--- config.mk ---
export PLATFORM = sky130hd
export DESIGN_NAME = jtag_idchk
export DESIGN_NICKNAME = d
export VERILOG_FILES = /design/src/rtl/jic_pkg.sv /design/src/rtl/jic_tck_gen.sv /design/src/rtl/jic_seq.sv /design/src/rtl/jic_cap.sv /design/src/rtl/jtag_idchk.sv
export SDC_FILE = /design/constraint.sdc
export NUM_CORES = 1
export LEC_CHECK = 0
export BUFFER_PORTS_ARGS = -buffer_cell sky130_fd_sc_hd__buf_2
export CELL_PAD_IN_SITES_DETAIL_PLACEMENT = 1
export CELL_PAD_IN_SITES_GLOBAL_PLACEMENT = 2
export CORE_MARGIN = 2
export CORE_UTILIZATION = 35
export CTS_CLUSTER_DIAMETER = 80
export CTS_CLUSTER_SIZE = 28
export DETAILED_ROUTE_END_ITERATION = 8
export PLACE_DENSITY = 0.88
export SYNTH_ARGS = -nofsm -noshare
export SYNTH_HDL_FRONTEND = slang
export SYNTH_SLANG_ARGS = --single-unit
--- constraint.sdc ---
create_clock -name clk -period 9.8 [get_ports clk]
set_input_delay 2.94 -clock clk [delete_from_list [all_inputs] [get_ports clk]]
set_output_delay 2.94 -clock clk [all_outputs]
set_load 0.02 [all_outputs]
--- src/rtl/jic_pkg.sv ---
package jic_pkg;
   typedef enum logic [3:0] {
      S_IDLE, S_RST, S_IRHD, S_IRSH, S_IRPS, S_IRTL, S_DRHD, S_DRSH, S_DRTL, S_FIN
   } seq_st_t;

   // last step index of the fixed TMS walks between scans
   localparam int IR_HEAD_LAST = 3;  // RTI -> Shift-IR : 1,1,0,0
   localparam int IR_TAIL_LAST = 2;  // Pause-IR -> RTI : 1,1,0
   localparam int DR_HEAD_LAST = 2;  // RTI -> Shift-DR : 1,0,0
   localparam int DR_TAIL_LAST = 1;  // Exit1-DR -> RTI : 1,0
endpackage

--- src/rtl/jic_tck_gen.sv ---
module jic_tck_gen #(
   parameter int DIVW = 8
) (
   input  logic            clk,
   input  logic            rst_n,
   input  logic            run,
   input  logic [DIVW-1:0] div,
   output logic            tck,
   output logic            rise,
   output logic            fall
);
   logic [DIVW-1:0] cnt;
   logic            wrap;

   assign wrap = run && (cnt == div);
   assign rise = wrap && !tck;
   assign fall = wrap && tck;

   always_ff @(posedge clk or negedge rst_n) begin
      if (!rst_n) begin
         cnt <= '0;
         tck <= 1'b0;
      end else if (!run) begin
         cnt <= '0;
         tck <= 1'b0;
      end else if (wrap) begin
         cnt <= '0;
         tck <= ~tck;
      end else begin
         cnt <= cnt + 1'b1;
      end
   end

   AST_TCK_PARKED: assert property (@(posedge clk) disable iff (!rst_n)
      !run |-> !tck);
endmodule

--- src/rtl/jic_seq.sv ---
module jic_seq
   import jic_pkg::*;
#(
   parameter int PADW    = 8,
   parameter int CW      = 11,
   parameter int IR_LEN  = 10,
   parameter int ID_LEN  = 32,
   parameter int RST_CYC = 5,
   parameter logic [IR_LEN-1:0] OPC = '1
) (
   input  logic            clk,
   input  logic            rst_n,
   input  logic            go,
   input  logic            rise,
   input  logic            fall,
   input  logic [PADW-1:0] pad_ir_tdo,
   input  logic [PADW-1:0] pad_ir_tdi,
   input  logic [PADW-1:0] pad_dr_tdo,
   input  logic [PADW-1:0] pad_dr_tdi,
   output logic            tms,
   output logic            tdi,
   output logic            busy,
   output logic            fin,
   output logic            ir_win,
   output logic            dr_win
);
   localparam int IRB = (IR_LEN > 1) ? $clog2(IR_LEN) : 1;
   localparam int OPN = 1 << IRB;
   localparam logic [OPN-1:0] OPC_X = OPN'(OPC);

   seq_st_t         st, nxt;
   logic [CW-1:0]   cnt, lim, n_ir, n_dr, ir_off, dr_off;
   logic [PADW-1:0] irt_q, iri_q, drt_q, dri_q;
   logic            tms_d, tdi_d;

   assign n_ir   = CW'(irt_q) + CW'(iri_q) + CW'(IR_LEN);
   assign n_dr   = CW'(drt_q) + CW'(dri_q) + CW'(ID_LEN);
   assign ir_off = cnt - CW'(irt_q);
   assign dr_off = cnt - CW'(drt_q);
   assign ir_win = (st == S_IRSH) && (cnt >= CW'(irt_q)) && (ir_off < CW'(IR_LEN));
   assign dr_win = (st == S_DRSH) && (cnt >= CW'(drt_q)) && (dr_off < CW'(ID_LEN));

   always_comb begin
      lim   = '0;
      nxt   = S_IDLE;
      tms_d = 1'b1;
      tdi_d = 1'b1;
      unique case (st)
         S_RST:  begin lim = CW'(RST_CYC);      nxt = S_IRHD; tms_d = (cnt != lim); end
         S_IRHD: begin lim = CW'(IR_HEAD_LAST); nxt = S_IRSH; tms_d = (cnt < CW'(2)); end
         S_IRSH: begin
            lim   = n_ir - CW'(1);
            nxt   = S_IRPS;
            tms_d = (cnt == lim);
            if (ir_win) tdi_d = OPC_X[ir_off[IRB-1:0]];
         end
         S_IRPS: begin lim = '0;                nxt = S_IRTL; tms_d = 1'b0; end
         S_IRTL: begin lim = CW'(IR_TAIL_LAST); nxt = S_DRHD; tms_d = (cnt < CW'(2)); end
         S_DRHD: begin lim = CW'(DR_HEAD_LAST); nxt = S_DRSH; tms_d = (cnt == '0); end
         S_DRSH: begin lim = n_dr - CW'(1);     nxt = S_DRTL; tms_d = (cnt == lim); end
         S_DRTL: begin lim = CW'(DR_TAIL_LAST); nxt = S_FIN;  tms_d = (cnt == '0); end
         default: begin lim = '0; nxt = S_IDLE; end
      endcase
   end

   always_ff @(posedge clk or negedge rst_n) begin
      if (!rst_n) begin
         st    <= S_IDLE;
         cnt   <= '0;
         busy  <= 1'b0;
         fin   <= 1'b0;
         tms   <= 1'b1;
         tdi   <= 1'b1;
         irt_q <= '0;
         iri_q <= '0;
         drt_q <= '0;
         dri_q <= '0;
      end else begin
         fin <= 1'b0;
         if (go) begin
            st    <= S_RST;
            cnt   <= '0;
            busy  <= 1'b1;
            tms   <= 1'b1;
            tdi   <= 1'b1;
            irt_q <= pad_ir_tdo;
            iri_q <= pad_ir_tdi;
            drt_q <= pad_dr_tdo;
            dri_q <= pad_dr_tdi;
         end else if (busy) begin
            if (rise) begin
               if (cnt == lim) begin
                  cnt <= '0;
                  st  <= nxt;
               end else begin
                  cnt <= cnt + CW'(1);
               end
            end
            if (fall) begin
               if (st == S_FIN) begin
                  busy <= 1'b0;
                  fin  <= 1'b1;
                  st   <= S_IDLE;
                  tms  <= 1'b1;
                  tdi  <= 1'b1;
               end else begin
                  tms <= tms_d;
                  tdi <= tdi_d;
               end
            end
         end
      end
   end

   AST_RST_TMS_HIGH: assert property (@(posedge clk) disable iff (!rst_n)
      (rise && st == S_RST && cnt < CW'(RST_CYC)) |-> tms);
   AST_IR_EXIT: assert property (@(posedge clk) disable iff (!rst_n)
      (rise && st == S_IRSH) |-> (tms == (cnt == lim)));
   AST_DR_EXIT: assert property (@(posedge clk) disable iff (!rst_n)
      (rise && st == S_DRSH) |-> (tms == (cnt == lim)) && tdi);
   AST_NO_OVERFLOW: assert property (@(posedge clk) disable iff (!rst_n)
      busy |-> (cnt <= lim));
endmodule

--- src/rtl/jic_cap.sv ---
module jic_cap #(
   parameter int IR_LEN = 10,
   parameter int ID_LEN = 32,
   parameter logic [IR_LEN-1:0] CAP_EXP = '0
) (
   input  logic              clk,
   input  logic              rst_n,
   input  logic              go,
   input  logic              rise,
   input  logic              ir_win,
   input  logic              dr_win,
   input  logic              tdo_s,
   input  logic              fin,
   input  logic [ID_LEN-1:0] exp_id,
   output logic              done,
   output logic              ir_ok,
   output logic              id_match
);
   logic [IR_LEN-1:0] ir_sh;
   logic [ID_LEN-1:0] id_sh, exp_q;

   always_ff @(posedge clk or negedge rst_n) begin
      if (!rst_n) begin
         ir_sh    <= '0;
         id_sh    <= '0;
         exp_q    <= '0;
         done     <= 1'b0;
         ir_ok    <= 1'b0;
         id_match <= 1'b0;
      end else begin
         done <= fin;
         if (go) begin
            ir_sh    <= '0;
            id_sh    <= '0;
            exp_q    <= exp_id;
            ir_ok    <= 1'b0;
            id_match <= 1'b0;
         end else begin
            if (rise && ir_win) ir_sh <= {tdo_s, ir_sh[IR_LEN-1:1]};
            if (rise && dr_win) id_sh <= {tdo_s, id_sh[ID_LEN-1:1]};
            if (fin) begin
               ir_ok    <= (ir_sh == CAP_EXP);
               id_match <= (id_sh == exp_q);
            end
         end
      end
   end

   AST_RESULT_HOLD: assert property (@(posedge clk) disable iff (!rst_n)
      (!go && !fin) |=> ($stable(ir_ok) && $stable(id_match)));
   AST_WIN_EXCL: assert property (@(posedge clk) disable iff (!rst_n)
      !(ir_win && dr_win));
endmodule

--- src/rtl/jtag_idchk.sv ---
module jtag_idchk #(
   parameter int DIVW       = 8,
   parameter int PADW       = 8,
   parameter int IR_LEN     = 10,
   parameter int ID_LEN     = 32,
   parameter int RST_CYC    = 5,
   parameter int TDO_STAGES = 2,
   parameter logic [IR_LEN-1:0] IDC_OPC = 10'h059,
   parameter logic [IR_LEN-1:0] CAP_EXP = 10'h2AA
) (
   input  logic              clk,
   input  logic              rst_n,
   input  logic              start,
   input  logic [DIVW-1:0]   div,
   input  logic [PADW-1:0]   pad_ir_tdo,
   input  logic [PADW-1:0]   pad_ir_tdi,
   input  logic [PADW-1:0]   pad_dr_tdo,
   input  logic [PADW-1:0]   pad_dr_tdi,
   input  logic [ID_LEN-1:0] exp_id,
   input  logic              tdo,
   output logic              tck,
   output logic              tms,
   output logic              tdi,
   output logic              busy,
   output logic              done,
   output logic              ir_ok,
   output logic              id_match
);
   localparam int CW = $clog2(2 * (1 << PADW) + ID_LEN + IR_LEN);

   if (IR_LEN < 2)                      $error("IR_LEN too small");
   if (ID_LEN < 1)                      $error("ID_LEN too small");
   if (RST_CYC < 5)                     $error("RST_CYC below five");
   if (TDO_STAGES < 0 || TDO_STAGES > 3) $error("TDO_STAGES out of range");
   if (DIVW < 2)                        $error("DIVW too small");

   logic            go, fin, rise, fall, ir_win, dr_win, tdo_s;
   logic [DIVW-1:0] div_q;

   assign go = start && !busy && !fin;

   always_ff @(posedge clk or negedge rst_n) begin
      if (!rst_n)  div_q <= '0;
      else if (go) div_q <= div;
   end

   if (TDO_STAGES == 0) begin : g_tdo_direct
      assign tdo_s = tdo;
   end else begin : g_tdo_sync
      logic [TDO_STAGES-1:0] sr;
      always_ff @(posedge clk or negedge rst_n) begin
         if (!rst_n) sr <= '0;
         else        sr <= (sr << 1) | TDO_STAGES'(tdo);
      end
      assign tdo_s = sr[TDO_STAGES-1];
   end

   jic_tck_gen #(.DIVW(DIVW)) u_tck (
      .clk(clk), .rst_n(rst_n), .run(busy), .div(div_q),
      .tck(tck), .rise(rise), .fall(fall)
   );

   jic_seq #(
      .PADW(PADW), .CW(CW), .IR_LEN(IR_LEN), .ID_LEN(ID_LEN),
      .RST_CYC(RST_CYC), .OPC(IDC_OPC)
   ) u_seq (
      .clk(clk), .rst_n(rst_n), .go(go), .rise(rise), .fall(fall),
      .pad_ir_tdo(pad_ir_tdo), .pad_ir_tdi(pad_ir_tdi),
      .pad_dr_tdo(pad_dr_tdo), .pad_dr_tdi(pad_dr_tdi),
      .tms(tms), .tdi(tdi), .busy(busy), .fin(fin),
      .ir_win(ir_win), .dr_win(dr_win)
   );

   jic_cap #(.IR_LEN(IR_LEN), .ID_LEN(ID_LEN), .CAP_EXP(CAP_EXP)) u_cap (
      .clk(clk), .rst_n(rst_n), .go(go), .rise(rise),
      .ir_win(ir_win), .dr_win(dr_win), .tdo_s(tdo_s), .fin(fin),
      .exp_id(exp_id), .done(done), .ir_ok(ir_ok), .id_match(id_match)
   );

   AST_TMS_TDI_STABLE: assert property (@(posedge clk) disable iff (!rst_n)
      tck |-> ($stable(tms) && $stable(tdi)));
   AST_DONE_PULSE: assert property (@(posedge clk) disable iff (!rst_n)
      done |=> !done);
   AST_DONE_IDLE: assert property (@(posedge clk) disable iff (!rst_n)
      done |-> !busy);
   AST_DIV_MIN: assert property (@(posedge clk) disable iff (!rst_n)
      go |-> (div >= DIVW'(TDO_STAGES)));
endmodule

Word level (Yosys, flattened, before mapping)
Memories as Yosys holds them, arrays and structs flattened. Cells that the tools add are included. Widths: inputs -> output; s select.

Bits in registers: 146. Bits in read-only memories: 16. Output and inout bits: 7. Input port bits: 76. Word-level logic and storage cells: 126. Memories kept: 1.

Memory list: (name not given) (depth 16, bits a word 1, read ports 1, clocked after Yosys merged registers in 0, write ports 0, line jic_seq.sv:55) `if (ir_win) tdi_d = OPC_X[ir_off[IRB-1:0]];`.

Bitwise logic cells: 2. Reduce and logical (&&, ||, !) cells: 26. Eq/ne operators: 17. $add $sub $neg: 10. $lt $le $gt $ge: 6. Multiplexer cells: 44.

Operators with widths (number): $mux 32 (2); $mux 10 (6); $pmux 10 s6 (1); $eq 32x32->1 (1); $pmux 4 s8 (1); $eq 10x10->1 (3); $mux 1 (25); $mux 4 (6); $ge 10x8->1 (2); $sub 10x1->10 const B (2); $sub 10x8->10 (2); $add 8x8->9 (2); $eq 4x3->1 const B (4); $mux 8 (2); $reduce_bool 2->1 (6); $logic_and 1x1->1 (11); $add 10x1->10 const B (1); $add 10x4->10 const B (1); $add 10x6->10 const B (1); $eq 10x10->1 const B (1); $logic_not 10->1 (1); $lt 10x2->1 const B (1); $lt 10x4->1 const B (1); $lt 10x6->1 const B (1); other kinds (14) (21).

Depth between registers and ports, before layout
Gate-level depths: netlist (run 1).

Word-level depth: 11. Gate-level depth with buffers: 16. Depth with buffers taken out: 15.

Modules after synthesis
From an unflattened synthesis (run 1), not the netlist that was laid out.

Cell total of the unflattened synthesis: 892. Area, all modules: 8605.8 µm².

By module, submodules not included: jic_seq (times used 1, seq. area each 1253.7 µm², area an instance 4405.5 µm², cells an instance 516); jic_cap (times used 1, seq. area each 1926.8 µm², area an instance 3313.2 µm², cells an instance 307); jic_tck_gen (times used 1, seq. area each 225.2 µm², area an instance 493.0 µm², cells an instance 49); jtag_idchk (times used 1, seq. area each 250.2 µm², area an instance 394.1 µm², cells an instance 20).

Least setup slack after synthesis (run 1)
No wires, ideal clock.

Path kind: input -> register. Start point: in start. End point: reg u_cap.id_sh[10]. Cell stages on the path: 4. Setup time: 132 ps. Data required time: 9668 ps. Arrival: 3872 ps. Slack: 5797 ps. Buffers on the path: 2. Cells stage by stage: nor3b_2 -> clkbuf_1 -> clkbuf_1 -> nor2_1.

Longest elaborated chain between the ends: 3. Elaborated cells on any way between the ends: 4. Those cells by class: 1 x mux; 3 x reduce/logical.

Ends and longest elaborated chain: from (decl) (line jtag_idchk.sv:13) `input logic start,`; $logic_and 1x1->1 (*) (2 in a row) (line jtag_idchk.sv:40) `assign go = start && !busy && !fin;`; $mux 32 / $reduce_bool 2->1 (equally long branches); to (signal assigned) (line jic_cap.sv:40) `if (rise && dr_win) id_sh <= {tdo_s, id_sh[ID_LEN-1:1]};`; to (decl) (line jic_cap.sv:20) `logic [ID_LEN-1:0] id_sh, exp_q;`.

Every way passes the cells marked *; elsewhere a longest branch is shown, timed or not. A chain may end at the register's enable or synchronous reset.

Worst setup path after layout (run 1)
Start point: in start. End point: reg u_seq.st[1].

Longest elaborated chain between the ends: 3. Elaborated cells on any way between the ends: 4. Those cells by class: 1 x mux; 3 x reduce/logical.

Ends and longest elaborated chain: $logic_and 1x1->1 (*) (2 in a row) (line jtag_idchk.sv:40); $mux 4 / $reduce_bool 2->1 (equally long branches); to (signal assigned) (line jic_seq.sv:94) `st <= nxt;`; to (decl) (line jic_seq.sv:31) `seq_st_t st, nxt;`.

Marks and branches as above.

==> summary.txt, run 1 <==
Outcome
  • Status: finished, final reports clean

Global route
  • First-pass GRT wire length: 38.83 mm
  • GRT Overall Usage: 18.53%
  • Total grt overflow: 0
  • Vias in the first global route: 7536
  • Largest net degree at the start of global routing: 83
  • Antenna violations before repair: 0

Synth
  • Synth Flop Type: dfrtp_1
  • Mapped cell area: 0.008693 mm²
  • Synth top area share: 41.45%
  • Seq/Total Area, Yosys: 42.06%
  • Number of synthesized flops with an enable pin: 0
  • Ys Warns: 0
  • Synth top area cells: dfrtp_1 41%, nand2_1 10%, ha_1 5.5%
  • Asr flop ratio synth: 100.0%
  • Synth cell types: 69
  • Syn Nets: 1104
  • Cell taking the most area after synthesis: dfrtp_1
  • #FFs+latches synth: 146
  • Avg Cell Area, Syn: 8.808 µm²
  • Syn Inst Count: 987

Critical path
  • Worst reg-to-reg path cell count: 12
  • Critical path arrival: 5080 ps
  • Critical path class: input port to flop
  • CP endpoint kind: flop
  • Startpoint types: input port
  • Worst-path fanout max: 69
  • Setup slack, reg-to-reg: 5650 ps
  • WP data required: 10130 ps

STA
  • Post-layout min period: 4754 ps
  • Max_slew headroom: 44.07%
  • Final Hold Viols: 0
  • Period Utilization, post-route: 48.51%
  • Post-Route Setup TNS: 0 ps
  • Worst Skew: 17.94 ps
  • Slew @ Worst Pin: 838.9 ps
  • Final Slew Violations: 0
  • Hold slack: 378.7 ps
  • RSZ-0062 raised after global routing: no
  • Final Setup Violations: 0
  • Max frequency: 210.4 MHz

Worst hold path
  • Worst Hold Depth: 0
  • Worst min-delay path class: flop to flop

Flow run
  • # Max-Cap Violations: 0

Placement
  • Placer congestion estimate: 0.7994
  • IO buf count: 82
  • Hpwl dp: 15.72 mm

Clock network
  • Hold Buf Count CTS: 0
  • CTS resizes: 0
  • Skew-Pair Late Insertion Delay: 440 ps
  • Reg clk slew, reported paths: 80 ps
  • CTS Buf Count: 17
  • Root buffer cell: clkbuf_16
  • Max clock buf depth: 2
  • # Post-CTS Setup Buffers: 0
  • CTS sink count: 146
  • CTS tree: yes
  • H-tree levels: 4

Floorplan
  • Core area: 0.02432 mm²
  • Cell Rows: 57
  • Die Height: 161.6 µm
  • Initial Utilization: 35.75%
  • DIE AREA: 0.02611 mm²
  • # IOs: 83
  • Die width: 161.6 µm

Cells and area
  • Util after Layout: 40.65%
  • Layout Nets: 1164
  • Area growth from synthesis to layout: 13.72%
  • Commonest non-fill, non-tap cells in the layout: 231 x nand2_1, 144 x dfrtp_1, 81 x nor2_1, 81 x buf_2, 52 x xnor2_1
  • Commonest non-fill, non-tap cell in the layout: nand2_1
  • Fraction of layout cells with a size suffix above 1: 13.96%
  • ANT cells: 0

Route
  • DRC violations left: 0
  • Post-route ant nets: 0
  • Number of vias after detailed routing: 6996
  • Avg WL per Cell: 16.59 µm
  • Drt pass-1 iters: 4
  • 1st-iter DRT viols: 371
  • Vias per cell: 5.055
  • Total Wirelength: 22.97 mm

Pwr
  • Leak: 5.005 nW
  • Final Power: 2.794 mW
  • Pwr/cell area: 282.6 mW/mm²
  • Peak VDD IR: 0.0001403 V
==> cell type report <==
type,instances,area (µm²)
fillers,2903,14430
multi-input cells,748,4604
flip-flops and latches,146,3656
repair buffers,87,454.2
clock buffers,17,425.4
well taps,324,405.4
inverters,47,176.4
clock inverters,15,163.9
==> kinds of logic (layout without fill, tap and decap cells) <==
group | count (synthesis) | in the layout | synth area share, %
compound gates | 146 | 146 | 11.13
xor+xnor | 88 | 88 | 8.866
fa+ha+maj | 41 | 41 | 6.160
buf+inv | 93 | 166 | 5.052
flops | 146 | 146 | 42.06
mux | 40 | 40 | 4.606
simple gates | 433 | 433 | 22.14
==> power by group <==
| group | internal [mW] | leakage [nW] | switching [mW] | total [mW] |
|---|---|---|---|---|
| logic | 0.534 | 2.84 | 0.698 | 1.23 |
| clock network | 0.341 | 0.279 | 0.322 | 0.663 |
| registers | 0.733 | 1.88 | 0.165 | 0.899 |
| total | 1.61 | 5.00 | 1.19 | 2.79 |
==> worst paths after layout <==
path | start | end
worst max-delay path | start | u_seq.st[1]$_DFFE_PN0P_
worst min-delay path | g_tdo_sync.sr[0]$_DFF_PN0_ | g_tdo_sync.sr[1]$_DFF_PN0_
worst max register to register | u_seq.dri_q[0]$_DFFE_PN0P_ | u_seq.st[3]$_DFFE_PN0P_
worst min register to register | g_tdo_sync.sr[0]$_DFF_PN0_ | g_tdo_sync.sr[1]$_DFF_PN0_
max in group asynchronous | rst_n | u_seq.irt_q[7]$_DFFE_PN0P_
min in group asynchronous | rst_n | u_seq.dri_q[4]$_DFFE_PN0P_
==> metrics by stage <==
| step | area [µm²] | worst slack [ps] | std cells |
|---|---|---|---|
| after floorplan | 8693 | 5797 | 987 |
| after global placement | 9296 | 4641 | 1352 |
| after detailed placement | 9296 | 4589 | 1352 |
| after CTS | 9886 | 5046 | 1384 |
| after global routing | 9886 | 4869 | 1384 |
| final | 9886 | 5046 | 1384 |
==> flip-flops by register name (all words and copies together) (netlist names) <==
register,count
u_seq.st,4
u_tck.tck,1
u_seq.tdi,1
u_cap.id_match,1
u_cap.exp_q,32
u_cap.done,1
u_seq.irt_q,8
div_q,8
u_seq.drt_q,8
u_seq.iri_q,8
u_cap.ir_ok,1
u_seq.fin,1
u_tck.cnt,8
u_seq.busy,1
u_cap.ir_sh,10
u_cap.id_sh,32
u_seq.dri_q,8
u_seq.tms,1
u_seq.cnt,10
g_tdo_sync.sr,2
==> cell usage after synthesis, types with 3 or more instances <==
library cell and count:
a211o_1 5, a211oi_1 3, a21o_1 9, a21oi_1 26
a22oi_1 4, a32o_1 3, and2_1 7, and3_1 5
clkbuf_1 35, clkbuf_8 8, dfrtp_1 144, fa_1 3
ha_1 38, inv_1 47, mux2i_1 40, nand2_1 231
nand2b_1 5, nand3_1 31, nand4_1 12, nor2_1 81
nor2b_1 9, nor3_1 17, nor4_1 9, o211ai_1 5
o21a_1 3, o21ai_0 47, o221ai_1 6, o22ai_1 4
or2_2 5, or3_1 3, xnor2_1 52, xor2_1 36
==> worst max-delay path, cell delays in order <==
cell	delay, ps
buf_2	100
nor3b_4	160
buf_4	500
buf_4	670
nor2_1	190
a32o_1	250
a211o_1	230
==> per-layer routing <==
| layer | vias up | GRT usage, % | share of wire (%) |
|---|---|---|---|
| met3 | 32 | 2.902 | 2.6 |
| met5 | - | 0 | 0 |
| li1 | 3442 | - | - |
| met4 | 0 | 6.006 | 1.8 |
| met2 | 92 | 31.93 | 48 |
| met1 | 3430 | 23.82 | 47 |
Note: power is estimated with default switching activity, not from simulation.
==> run 2: changes to the inputs <==
- ABC_AREA: default -> 1
- CORE_UTILIZATION: 35 -> 31
- PLACE_DENSITY: 0.88 -> 0.87
- clock period: 9.8 -> 4.27 ns (I/O delays scaled with it)
==> run 2 against run 1 <==
Against the previous run:
- global-route usage down 1.3 points
- worst setup slack worse by 3900 ps
- area after synthesis up 4.4%
==> summary.txt, run 2 <==
Cells and area
  • Top flop regs: u_cap.exp_q (32), u_cap.id_sh (32)
  • Area growth from synthesis to layout: 15.29%
  • Multi-input logic area: 0.004551 mm² (-1.2%)
  • Fin area: 0.01046 mm² (+5.8%)
  • Fillers: 3604 (+24%)
  • Commonest non-fill, non-tap cells in the layout: 442 x nand2_1, 186 x inv_1, 144 x dfrtp_1
  • Seq. cell area: 0.003656 mm² (unchanged)
  • Layout Nets: 1458 (+25%)
  • Commonest non-fill, non-tap cell in the layout: nand2_1
  • Fraction of layout cells with a size suffix above 1: 11.37% (-2.6 points)

Route
  • Drt pass-1 iters: 4 (unchanged)
  • Avg WL per Cell: 14.77 µm (-11%)
  • Number of vias after detailed routing: 8164 (+17%)
  • Total Wirelength: 25.69 mm (+12%)
  • 1st-iter DRT viols: 307 (-17%)
  • DRC violations left: 0 (unchanged)
  • Vias per cell: 4.695 (-7.1%)
  • Post-route ant nets: 0 (unchanged)

Floorplan
  • Cell Rows: 62 (+8.8%)
  • # IOs: 83 (unchanged)
  • Die Height: 175.1 µm (+8.3%)
  • Die width: 175.1 µm (+8.3%)
  • Core area: 0.02878 mm² (+18%)
  • DIE AREA: 0.03065 mm² (+17%)
  • Initial Utilization: 31.53% (-4.2 points)

Synth
  • Asr flop ratio synth: 100.0% (unchanged)
  • Synth Flop Type: dfrtp_1
  • Synth top area cells: dfrtp_1 40%, nand2_1 18%, inv_1 7.7%
  • Number of synthesized flops with an enable pin: 0 (unchanged)
  • Avg Cell Area, Syn: 7.162 µm² (-19%)
  • Mapped cell area: 0.009074 mm² (+4.4%)
  • Ys Warns: 0 (unchanged)
  • Count leader, synth: nand2_1
  • Synth cell types: 48 (-30%)
  • Syn Nets: 1384 (+25%)
  • Cell taking the most area after synthesis: dfrtp_1
  • Synth top area share: 39.71% (-1.7 points)
  • #FFs+latches synth: 146 (unchanged)
  • Synth cell count leaders: 442 x nand2_1, 186 x inv_1, 144 x dfrtp_1
  • Syn Inst Count: 1267 (+28%)
  • Seq/Total Area, Yosys: 40.29% (-1.8 points)

Critical path
  • WP data required: 4560 ps (-5570 ps)
  • CP endpoint kind: flop
  • CP max stage delay: 440 ps (-230 ps)
  • Worst-path fanout max: 5 (-93%)
  • Crit path max-delay cell type: fa_1
  • Critical path arrival: 3370 ps (-1710 ps)
  • Critical path class: flop to flop
  • Startpoint types: flop
  • Worst path top cell family by delay: simple AND/OR/NAND/NOR gates
  • Buf+Inv Stages, Crit Path: 2 (-1)
  • Worst path most repeated cell: nor2_1
  • Sequence of cells on the critical path: ha_1 -> fa_1 -> nand2_1 -> clkinv_1 -> nor2_1 -> nor2_1 -> nand3_1 -> nor2_1 -> nor2_1 -> nand2_1 -> nand2_1 -> nand3_1 -> nand3_1 -> nand2_1 -> inv_1 -> nand2_2 -> nor2_4 -> nand2_4 -> o21ai_1 -> nor2_1

Placement
  • Hpwl dp: 19.48 mm (+24%)
  • IO buf count: 82 (unchanged)
  • Placed Area: 0.009902 mm² (+6.5%)
  • Placer congestion estimate: 0.8158 (+2.1%)

Clock network
  • Root buffer cell: clkbuf_16
  • Max clock buf depth: 2 (unchanged)
  • CTS resizes: 0 (unchanged)
  • Skew-Pair Late Insertion Delay: 450 ps (about the same)
  • H-tree levels: 4 (unchanged)
  • Reg clk slew, reported paths: 70 ps (about the same)
  • CTS tree: yes
  • # Post-CTS Setup Buffers: 0 (unchanged)
  • CTS Buf Count: 17 (unchanged)
  • CTS sink count: 146 (unchanged)
  • Hold Buf Count CTS: 0 (unchanged)

Global route
  • Vias in the first global route: 8482 (+13%)
  • First-pass GRT wire length: 42.18 mm (+8.6%)
  • Largest net degree at the start of global routing: 127 (+53%)
  • GRT Overall Usage: 17.25% (-1.3 points)
  • Antenna violations before repair: 2 (+2)
  • Total grt overflow: 0 (unchanged)

STA
  • Final Slew Violations: 0 (unchanged)
  • Final Setup Violations: 0 (unchanged)
  • Final Hold Viols: 0 (unchanged)
  • Post-Route Setup TNS: 0 ps (unchanged)
  • Period Utilization, post-route: 72.13%
  • Worst Skew: 21.00 ps (+3.055 ps)
  • Max frequency: 324.7 MHz
  • RSZ-0062 raised after global routing: no
  • Post-layout min period: 3080 ps
  • Max_slew headroom: 34.93% (-9.1 points)
  • Slew @ Worst Pin: 976.1 ps (+137.2 ps)

Flow run
  • # Max-Cap Violations: 0 (unchanged)

Pwr
  • Final Power: 7.868 mW (+180%)
  • Pwr/cell area: 752.1 mW/mm² (+170%)
  • Peak VDD IR: 0.0003072 V (+120%)
  • Leak: 6.104 nW (+22%)

Outcome
  • Status: finished, final reports clean

Worst hold path
  • Worst min-delay path class: flop to flop
run 2: changes by cell type after synthesis, sizes merged, moves of 12 or more:
cell    delta
clkbuf    -18
inv      +148
mux2i     -40
nand2    +216
nand3     +56
nand4     +12
o21ai     +34
o22ai     +12
xnor2     -48
run 2: metrics by stage:
step / util (%) / hold slack, ps / std cells / setup WS (ps)
2_1_floorplan: - / 331.2 / 1267 / 1530
5_1_grt: 36.34 / 383.6 / 1738 / 858.6
3_5_place_dp: 34.41 / 348.5 / 1706 / 1153
4_1_cts: 36.34 / 365.2 / 1738 / 1149
6_report: 36.35 / 363.6 / 1739 / 1190
3_3_place_gp: 34.41 / 334.6 / 1706 / 1253
run 2: cell type report:
cell class              count  area share [%]
diodes                      1         0.02392
clock buffers              19           4.138
clock inverters            13           1.184
inverters                 198           7.104
multi-input cells         892           43.50
flip-flops and latches    146           34.95
well taps                 384           4.593
repair buffers             86           4.509
run 2: cells by family (layout without fill, tap and decap cells):
kind of cell	Yosys count	after routing	synth area share, %
other cells	0	1	0
flops	146	146	40.29
simple gates	669	669	31.37
xor+xnor	48	48	4.633
compound gates	134	134	8.122
buf+inv	229	316	9.680
fa+ha+maj	41	41	5.902
run 2: report_power, final:
group	total (mW)	switching, mW	internal (mW)
registers	2.26	0.443	1.82
logic	4.16	2.69	1.47
clock network	1.44	0.677	0.765
total	7.87	3.81	4.06
run 2: final timing paths:
path	to	slack, ps	cells after the start	start
min in group asynchronous	g_tdo_sync.sr[0]$_DFF_PN0_	670	1	rst_n
worst min-delay path	g_tdo_sync.sr[1]$_DFF_PN0_	360	0	g_tdo_sync.sr[0]$_DFF_PN0_
worst max register to register	u_seq.st[2]$_DFFE_PN0P_	1190	20	u_seq.drt_q[0]$_DFFE_PN0P_
max in group asynchronous	u_seq.irt_q[6]$_DFFE_PN0P_	2610	2	rst_n
worst min register to register	g_tdo_sync.sr[1]$_DFF_PN0_	360	0	g_tdo_sync.sr[0]$_DFF_PN0_
worst max-delay path	u_seq.st[2]$_DFFE_PN0P_	1190	20	u_seq.drt_q[0]$_DFFE_PN0P_
run 2: routing by layer:
layer	routed length (µm)	GRT usage (%)	vias up
li1	-	-	4130
met1	11940	21.49	3924
met2	12810	30.99	90
met3	652	2.959	18
met4	272	4.063	2
met5	16	0	-
